[src/rtl/btrace_pkg.sv]
package btrace_pkg;
   typedef enum logic [1:0] {
      ST_IDLE  = 2'd0,
      ST_CHASE = 2'd1,
      ST_FLUSH = 2'd2
   } walk_state_e;
endpackage

[src/rtl/btrace_best.sv]
module btrace_best #(
   parameter int BEAM = 16,
   parameter int MW   = 12,
   localparam int SW  = $clog2(BEAM)
) (
   input  logic          clk,
   input  logic          rst_n,
   input  logic          in_valid,
   input  logic [MW-1:0] in_metric,
   output logic [SW-1:0] slot,
   output logic          beam_done,
   output logic [SW-1:0] fin_slot
);
   logic [MW-1:0] best_m;
   logic [SW-1:0] best_s;
   logic          take_new;

   assign take_new  = (slot == '0) || (in_metric < best_m);
   assign fin_slot  = take_new ? slot : best_s;
   assign beam_done = in_valid && (slot == SW'(BEAM-1));

   always_ff @(posedge clk) begin
      if (!rst_n) begin
         slot   <= '0;
         best_m <= '0;
         best_s <= '0;
      end else if (in_valid) begin
         slot <= (slot == SW'(BEAM-1)) ? '0 : slot + SW'(1);
         if (take_new) begin
            best_m <= in_metric;
            best_s <= slot;
         end
      end
   end
endmodule

[src/rtl/btrace_store.sv]
module btrace_store #(
   parameter int BEAM = 16,
   parameter int ROWS = 9,
   parameter int K    = 4,
   localparam int SW  = $clog2(BEAM),
   localparam int RW  = $clog2(ROWS)
) (
   input  logic          clk,
   input  logic          we,
   input  logic [RW-1:0] wrow,
   input  logic [SW-1:0] wslot,
   input  logic [SW-1:0] wpar,
   input  logic [K-1:0]  wdat,
   input  logic [RW-1:0] rrow_a,
   input  logic [SW-1:0] rslot_a,
   output logic [SW-1:0] par_a,
   input  logic [RW-1:0] rrow_b,
   input  logic [SW-1:0] rslot_b,
   output logic [K-1:0]  dat_b
);
   logic [SW-1:0] par_m [ROWS][BEAM];
   logic [K-1:0]  dat_m [ROWS][BEAM];

   always_ff @(posedge clk) begin
      if (we) begin
         par_m[wrow][wslot] <= wpar;
         dat_m[wrow][wslot] <= wdat;
      end
   end

   assign par_a = par_m[rrow_a][rslot_a];
   assign dat_b = dat_m[rrow_b][rslot_b];
endmodule

[src/rtl/btrace_chase.sv]
module btrace_chase
   import btrace_pkg::*;
#(
   parameter int BEAM  = 16,
   parameter int DEPTH = 8,
   parameter int K     = 4,
   localparam int ROWS = DEPTH + 1,
   localparam int SW   = $clog2(BEAM),
   localparam int RW   = $clog2(ROWS),
   localparam int CW   = $clog2(DEPTH + 1)
) (
   input  logic          clk,
   input  logic          rst_n,
   input  logic          beam_done,
   input  logic [SW-1:0] best_slot,
   input  logic          pkt_end,
   output logic [RW-1:0] wr_row,
   output logic [RW-1:0] rd_row_a,
   output logic [SW-1:0] rd_slot_a,
   input  logic [SW-1:0] par_rd,
   output logic [RW-1:0] rd_row_b,
   output logic [SW-1:0] rd_slot_b,
   input  logic [K-1:0]  dat_rd,
   output logic          trace_done,
   output logic [CW-1:0] conv_len,
   output logic          bits_valid,
   output logic [K-1:0]  bits_out,
   output logic          flush_done
);
   walk_state_e   state;
   logic [SW-1:0] memo [ROWS];
   logic [SW-1:0] cur;
   logic [RW-1:0] crow, lorow, fl_row, prow;
   logic [CW-1:0] fill, st, span_r, fl_cnt;
   logic          flush_pend, meet, at_end, go_flush, full_span;
   logic          memo_we;
   logic [RW-1:0] memo_idx;
   logic [SW-1:0] memo_val;

   function automatic logic [RW-1:0] row_inc(input logic [RW-1:0] r);
      return (r == RW'(ROWS-1)) ? '0 : r + RW'(1);
   endfunction

   assign prow      = (crow == '0) ? RW'(ROWS-1) : crow - RW'(1);
   assign at_end    = (state == ST_CHASE) && (st == span_r);
   assign meet      = (state == ST_CHASE) && !at_end && (par_rd == memo[prow]);
   assign go_flush  = (state == ST_IDLE) && !beam_done && flush_pend;
   assign full_span = (span_r == CW'(DEPTH-1));

   assign rd_row_a  = crow;
   assign rd_slot_a = cur;
   assign rd_row_b  = (state == ST_FLUSH) ? fl_row : lorow;
   assign rd_slot_b = (state == ST_FLUSH) ? memo[fl_row] :
                      (meet ? memo[lorow] : cur);

   always_comb begin
      memo_we  = 1'b0;
      memo_idx = wr_row;
      memo_val = best_slot;
      if (state == ST_IDLE && beam_done) begin
         memo_we = 1'b1;
      end else if (state == ST_CHASE && !at_end && !meet) begin
         memo_we  = 1'b1;
         memo_idx = prow;
         memo_val = par_rd;
      end
   end

   always_ff @(posedge clk) begin
      if (memo_we) memo[memo_idx] <= memo_val;
   end

   always_ff @(posedge clk) begin
      if (!rst_n) begin
         state      <= ST_IDLE;
         wr_row     <= '0;
         fill       <= '0;
         cur        <= '0;
         crow       <= '0;
         st         <= '0;
         span_r     <= '0;
         lorow      <= '0;
         fl_row     <= '0;
         fl_cnt     <= '0;
         flush_pend <= 1'b0;
         trace_done <= 1'b0;
         conv_len   <= '0;
         bits_valid <= 1'b0;
         bits_out   <= '0;
         flush_done <= 1'b0;
      end else begin
         trace_done <= 1'b0;
         bits_valid <= 1'b0;
         flush_done <= 1'b0;
         if (pkt_end)       flush_pend <= 1'b1;
         else if (go_flush) flush_pend <= 1'b0;
         case (state)
            ST_IDLE: begin
               if (beam_done) begin
                  state  <= ST_CHASE;
                  cur    <= best_slot;
                  crow   <= wr_row;
                  st     <= '0;
                  span_r <= fill;
                  lorow  <= RW'((int'(wr_row) + ROWS - int'(fill)) % ROWS);
                  wr_row <= row_inc(wr_row);
                  if (fill != CW'(DEPTH-1)) fill <= fill + CW'(1);
               end else if (go_flush) begin
                  state <= ST_FLUSH;
               end
            end
            ST_CHASE: begin
               if (at_end || meet) begin
                  state      <= ST_IDLE;
                  trace_done <= 1'b1;
                  conv_len   <= meet ? st + CW'(1) : CW'(DEPTH);
                  bits_valid <= full_span;
                  bits_out   <= dat_rd;
                  fl_row     <= full_span ? row_inc(lorow) : lorow;
                  fl_cnt     <= full_span ? span_r : span_r + CW'(1);
               end else begin
                  cur  <= par_rd;
                  crow <= prow;
                  st   <= st + CW'(1);
               end
            end
            ST_FLUSH: begin
               if (fl_cnt == '0) begin
                  state      <= ST_IDLE;
                  fill       <= '0;
                  flush_done <= 1'b1;
               end else begin
                  bits_valid <= 1'b1;
                  bits_out   <= dat_rd;
                  fl_row     <= row_inc(fl_row);
                  fl_cnt     <= fl_cnt - CW'(1);
               end
            end
            default: state <= ST_IDLE;
         endcase
      end
   end
endmodule

[src/rtl/btrace_hint.sv]
module btrace_hint #(
   parameter int DEPTH   = 8,
   parameter int RUNW    = 4,
   parameter bit HINT_EN = 1'b1,
   localparam int CW     = $clog2(DEPTH + 1)
) (
   input  logic            clk,
   input  logic            rst_n,
   input  logic            trace_done,
   input  logic [CW-1:0]   conv_len,
   input  logic [CW-1:0]   thresh,
   input  logic [RUNW-1:0] run_len,
   input  logic            clear,
   output logic            hint
);
   generate
      if (HINT_EN) begin : g_on
         logic [RUNW-1:0] streak;
         always_ff @(posedge clk) begin
            if (!rst_n || clear) begin
               streak <= '0;
            end else if (trace_done) begin
               if (conv_len <= thresh)    streak <= '0;
               else if (streak != '1)     streak <= streak + RUNW'(1);
            end
         end
         assign hint = rst_n && (run_len != '0) && (streak >= run_len);
      end else begin : g_off
         assign hint = 1'b0;
      end
   endgenerate
endmodule

[src/rtl/beam_traceback.sv]
module beam_traceback #(
   parameter int BEAM    = 16,
   parameter int DEPTH   = 8,
   parameter int K       = 4,
   parameter int MW      = 12,
   parameter int RUNW    = 4,
   parameter bit HINT_EN = 1'b1,
   localparam int ROWS   = DEPTH + 1,
   localparam int SW     = $clog2(BEAM),
   localparam int RW     = $clog2(ROWS),
   localparam int CW     = $clog2(DEPTH + 1)
) (
   input  logic            clk,
   input  logic            rst_n,
   input  logic            cand_valid,
   input  logic [MW-1:0]   cand_metric,
   input  logic [SW-1:0]   cand_parent,
   input  logic [K-1:0]    cand_bits,
   input  logic            pkt_end,
   input  logic [CW-1:0]   conv_thresh,
   input  logic [RUNW-1:0] streak_len,
   output logic            trace_done,
   output logic [CW-1:0]   conv_len,
   output logic            bits_valid,
   output logic [K-1:0]    bits_out,
   output logic            hint_hot,
   output logic            flush_done
);
   generate
      if (BEAM <= DEPTH) begin : g_bad_beam
         $error("beam_traceback: BEAM must exceed DEPTH so a walk ends before the next beam");
      end
      if (DEPTH < 2) begin : g_bad_depth
         $error("beam_traceback: DEPTH must be at least 2");
      end
   endgenerate

   logic [SW-1:0] slot, best_slot, par_rd, rd_slot_a, rd_slot_b;
   logic [RW-1:0] wr_row, rd_row_a, rd_row_b;
   logic [K-1:0]  dat_rd;
   logic          beam_done;

   btrace_best #(.BEAM(BEAM), .MW(MW)) u_best (
      .clk(clk), .rst_n(rst_n), .in_valid(cand_valid), .in_metric(cand_metric),
      .slot(slot), .beam_done(beam_done), .fin_slot(best_slot)
   );

   btrace_store #(.BEAM(BEAM), .ROWS(ROWS), .K(K)) u_store (
      .clk(clk), .we(cand_valid), .wrow(wr_row), .wslot(slot),
      .wpar(cand_parent), .wdat(cand_bits),
      .rrow_a(rd_row_a), .rslot_a(rd_slot_a), .par_a(par_rd),
      .rrow_b(rd_row_b), .rslot_b(rd_slot_b), .dat_b(dat_rd)
   );

   btrace_chase #(.BEAM(BEAM), .DEPTH(DEPTH), .K(K)) u_chase (
      .clk(clk), .rst_n(rst_n), .beam_done(beam_done), .best_slot(best_slot),
      .pkt_end(pkt_end), .wr_row(wr_row),
      .rd_row_a(rd_row_a), .rd_slot_a(rd_slot_a), .par_rd(par_rd),
      .rd_row_b(rd_row_b), .rd_slot_b(rd_slot_b), .dat_rd(dat_rd),
      .trace_done(trace_done), .conv_len(conv_len),
      .bits_valid(bits_valid), .bits_out(bits_out), .flush_done(flush_done)
   );

   btrace_hint #(.DEPTH(DEPTH), .RUNW(RUNW), .HINT_EN(HINT_EN)) u_hint (
      .clk(clk), .rst_n(rst_n), .trace_done(trace_done), .conv_len(conv_len),
      .thresh(conv_thresh), .run_len(streak_len), .clear(flush_done),
      .hint(hint_hot)
   );
endmodule

[config.mk]
export PLATFORM = sky130hd
export DESIGN_NAME = beam_traceback
export DESIGN_NICKNAME = d
export VERILOG_FILES = /design/src/rtl/btrace_pkg.sv /design/src/rtl/btrace_best.sv /design/src/rtl/btrace_store.sv /design/src/rtl/btrace_chase.sv /design/src/rtl/btrace_hint.sv /design/src/rtl/beam_traceback.sv
export SDC_FILE = /design/constraint.sdc
export NUM_CORES = 2
export LEC_CHECK = 0
export BUFFER_PORTS_ARGS = -buffer_cell sky130_fd_sc_hd__buf_2
export CAP_MARGIN = 20
export CORE_MARGIN = 1
export CORE_UTILIZATION = 57
export CTS_CLUSTER_SIZE = 14
export DETAILED_ROUTE_END_ITERATION = 10
export PLACE_DENSITY = 0.82
export SLEW_MARGIN = 15
export SYNTH_ARGS = -nofsm -noshare
export SYNTH_HDL_FRONTEND = slang
export SYNTH_SLANG_ARGS = --single-unit
[constraint.sdc]
create_clock -name clk -period 7.98 [get_ports clk]
set_input_delay 0 -clock clk [delete_from_list [all_inputs] [get_ports clk]]
set_output_delay 0 -clock clk [all_outputs]
set_load 0.02 [all_outputs]
==> flow_summary.toml <==
[run_status]
outcome = "finished, final reports clean"

[floorplanning]
ios = 44
num_rows = 111
dieArea_sq_um = 94500
die_h_um = 307
fp.coreArea_sq_um = 92100
die_x_um = 307
start_util = 0.577

[worst_setup_path]
r2r_setup_slack_ns = 0.09
startpoint_type = "flip-flop"
cp_data_arrival_time_ns = 8.44
critPathKind = "flip-flop to flip-flop"
cp_max_fo = 5
cpPeakStageDelay_ns = 0.59
worstReg2RegStart = "u_chase.wr_row[1]$_SDFFE_PN0P_"
reg2regPathDepth = 39
worst_path_most_repeated_cell = "ha_4"
crit_required_ns = 8.53
crit_slowest_cell = "or4_4"
endpoint_kind = "flip-flop"

[worst_hold_path]
hp-start = "conv_thresh[3]"
hold-path-cell-count = 6
hold_path.class = "primary input to flip-flop"
hold_path_end = "u_hint.g_on.streak[1]$_SDFFE_PP0P_"

[yosys]
syn_inst = 2996
syn_nets = 3082
ys_ff_latch = 1274
seq_area_frac_synth = 0.704
synth_flop_cell = "edfxtp_1"
synth.avg_cell_area_sq_um = 17.7
async_reset_ff_frac = 0
netlist_area_sq_um = 53200
synth-edff-count = 1188
yosysTopAreaCell = "edfxtp_1"
synth_top_area_frac = 0.671
ys_types = 89
synth_area_leaders = "edfxtp_1 67%, mux4_2 14%, dfxtp_1 3.2%, mux2i_1 3.0%, nor2_1 1.8%"
ys_warn_count = 0

[cells_and_area]
layout_commonest_cell = "edfxtp_1"
fin_nets = 3222
diodes = 0
fillCellCount = 5837
final_cell_mix = "1188 x edfxtp_1, 324 x mux4_2, 250 x nor2_1, 166 x nand2_1, 154 x mux2i_1"
drive_above_1_share = 0.233
area_delta_synth_final_pct = 12.0

[sta]
hold_violations = 0
finalSetupViolCount = 0
tns_ns = 0
post-route-period-util = 0.989
min_period_ns = 7.89
worst_slew_pin_slew_ns = 1.24
fmax_ghz = 0.127
rsz0062_at_grt = "yes"
fin_ws_ns = 0.0887
slew_headroom = 0.173
slew_violations = 0
worst_clock_skew_ns = 0.0666

[power_and_ir_drop]
ir_drop_uv = 229
leakage_nw = 19.6
powerDensity_nw_per_um2 = 224

[cts]
cts_root_buffer = "clkbuf_16"
cts_buffer_depth = 3
clkTransAtPathRegs_ns = 0.06
cts_tree = "built"
cts_inserted_buffers = 119
htreeDepth = 3
clk_latency_ns = 0.73
cts_sinks = 1274

[drt]
drc = 0
routed_via_density = 6.74
drt_wl_total_um = 134000
ant_nets = 0
vias = 30200
wl_per_cell_um = 30.0
drt_first_pass_iters = 6
dr.first_iter.drc_count = 4433

[place]
place_congestion = 0.895
numPortBuffers = 43
place_ws_ns = -0.232
dp_hpwl_um = 76500

[grt]
antenna_found_initial = 1
use_met2 = 0.460
global_route.usage.met1 = 0.387
first_global_vias = 30300
busiest_layer = "met2"
grt_util_all_layers = 0.284
grt-ovfl-total = 0
grt_max_degree = 110
grt_pass1_wl_um = 196000
grtUsageMet3 = 0.0447

[flow_run]
drv_cap = 0
cells in the mapped netlist, drive strengths merged, types with 7 or more instances:
library cell	number
mux4	324
nand2b	13
o21ai	94
clkbuf	88
nor4	7
edfxtp	1188
nand3	21
a31oi	10
nor2	255
ha	53
a21o	16
inv	58
mux2	21
xnor2	25
xor2	14
a22oi	14
o22ai	21
nand2	175
buf	65
o211ai	14
and3	7
a211oi	20
a21oi	100
dfxtp	86
clkinv	7
o31ai	7
o21a	9
mux2i	158
nor3	25
a211o	8
nor3b	7
nor2b	14
nand4	8
cell type report:
cell class,instances,area (sq um),share of cell area
flip-flops and latches,1274,37400,0.628
multi-input cells,1504,15200,0.255
clock buffers,146,3130,0.0526
well taps,1243,1560,0.0261
repair buffers,172,1340,0.0225
clock inverters,77,654,0.0110
inverters,65,246,0.00414
power by group:
| group | internal, W | switching [W] | total [W] |
|---|---|---|---|
| Clock | 0.00305 | 0.00251 | 0.00556 |
| Combinational | 0.000136 | 0.000289 | 0.000425 |
| Sequential | 0.00731 | 0.0000194 | 0.00733 |
cells by family after synthesis:
| group | synth area share |
|---|---|
| AO/OA/AOI/OAI | 0.0433 |
| adder cells (fa/ha/maj) | 0.0131 |
| buffers and inverters | 0.0174 |
| multiplexers | 0.172 |
| flip-flops | 0.704 |
| XOR/XNOR | 0.00671 |
| AND/OR/NAND/NOR | 0.0445 |
state kept, by name, indices dropped and copies added (netlist names), 12 cells and up, named ones only:
signal	flops
u_chase.memo	36
u_store.par_m	576
u_best.best_m	12
u_store.dat_m	576
routing by layer:
layer | share of wire | vias to the layer above
met2 | 0.49 | 2176
met3 | 0.099 | 340
met5 | 0.00071 | -
met1 | 0.37 | 15400
li1 | - | 12300
met4 | 0.042 | 2
metrics by stage:
step	instance area [sq um]	cells	util	total power, W	hold slack [ns]
after floorplan	53200	2996	-	0.00766	0.0989
after global placement	55100	4210	0.598	0.00783	0.223
after detailed placement	55100	4210	0.598	0.00786	0.228
after CTS	59200	4467	0.643	0.0133	0.0484
after global routing	59500	4481	0.647	0.0136	0.125
final	59500	4481	0.647	0.0133	0.0706
repair_timing:
item | in CTS | in global routing
endpoints found under the hold margin | 443 | 0
pin swaps | 8 | 30
hold buffers | 24 | 0
gates resized for setup | 5 | 44
buffers inserted | 10 | 13
setup endpoints to repair | 4 | 8
critical path: cells and delay by family (launching register included):
| kind | cells | cell delay, ns |
|---|---|---|
| compound gates | 15 | 3.05 |
| xor+xnor | 4 | 0.55 |
| fa+ha+maj | 7 | 1.75 |
| buf+inv | 4 | 0.25 |
| flops | 1 | 0.38 |
| mux | 2 | 0.49 |
| simple gates | 7 | 1.22 |
how the worst max path moves through the flow:
stage | start | to | slack (ns) | cells past startpoint
6_report | u_chase.wr_row[1]$_SDFFE_PN0P_ | flip-flop | 0.09 | 39
4_1_cts | u_chase.wr_row[1]$_SDFFE_PN0P_ | flip-flop | 0.005 | 39
5_1_grt | u_chase.wr_row[1]$_SDFFE_PN0P_ | flip-flop | -0.19 | 38
3_3_place_gp | u_chase.wr_row[0]$_SDFFE_PN0P_ | flip-flop | 0.006 | 39
3_5_place_dp | u_chase.wr_row[1]$_SDFFE_PN0P_ | flip-flop | -0.23 | 39
2_1_floorplan | u_chase.wr_row[0]$_SDFFE_PN0P_ | flip-flop | 0.006 | 39
(Power assumes the default switching activity.)
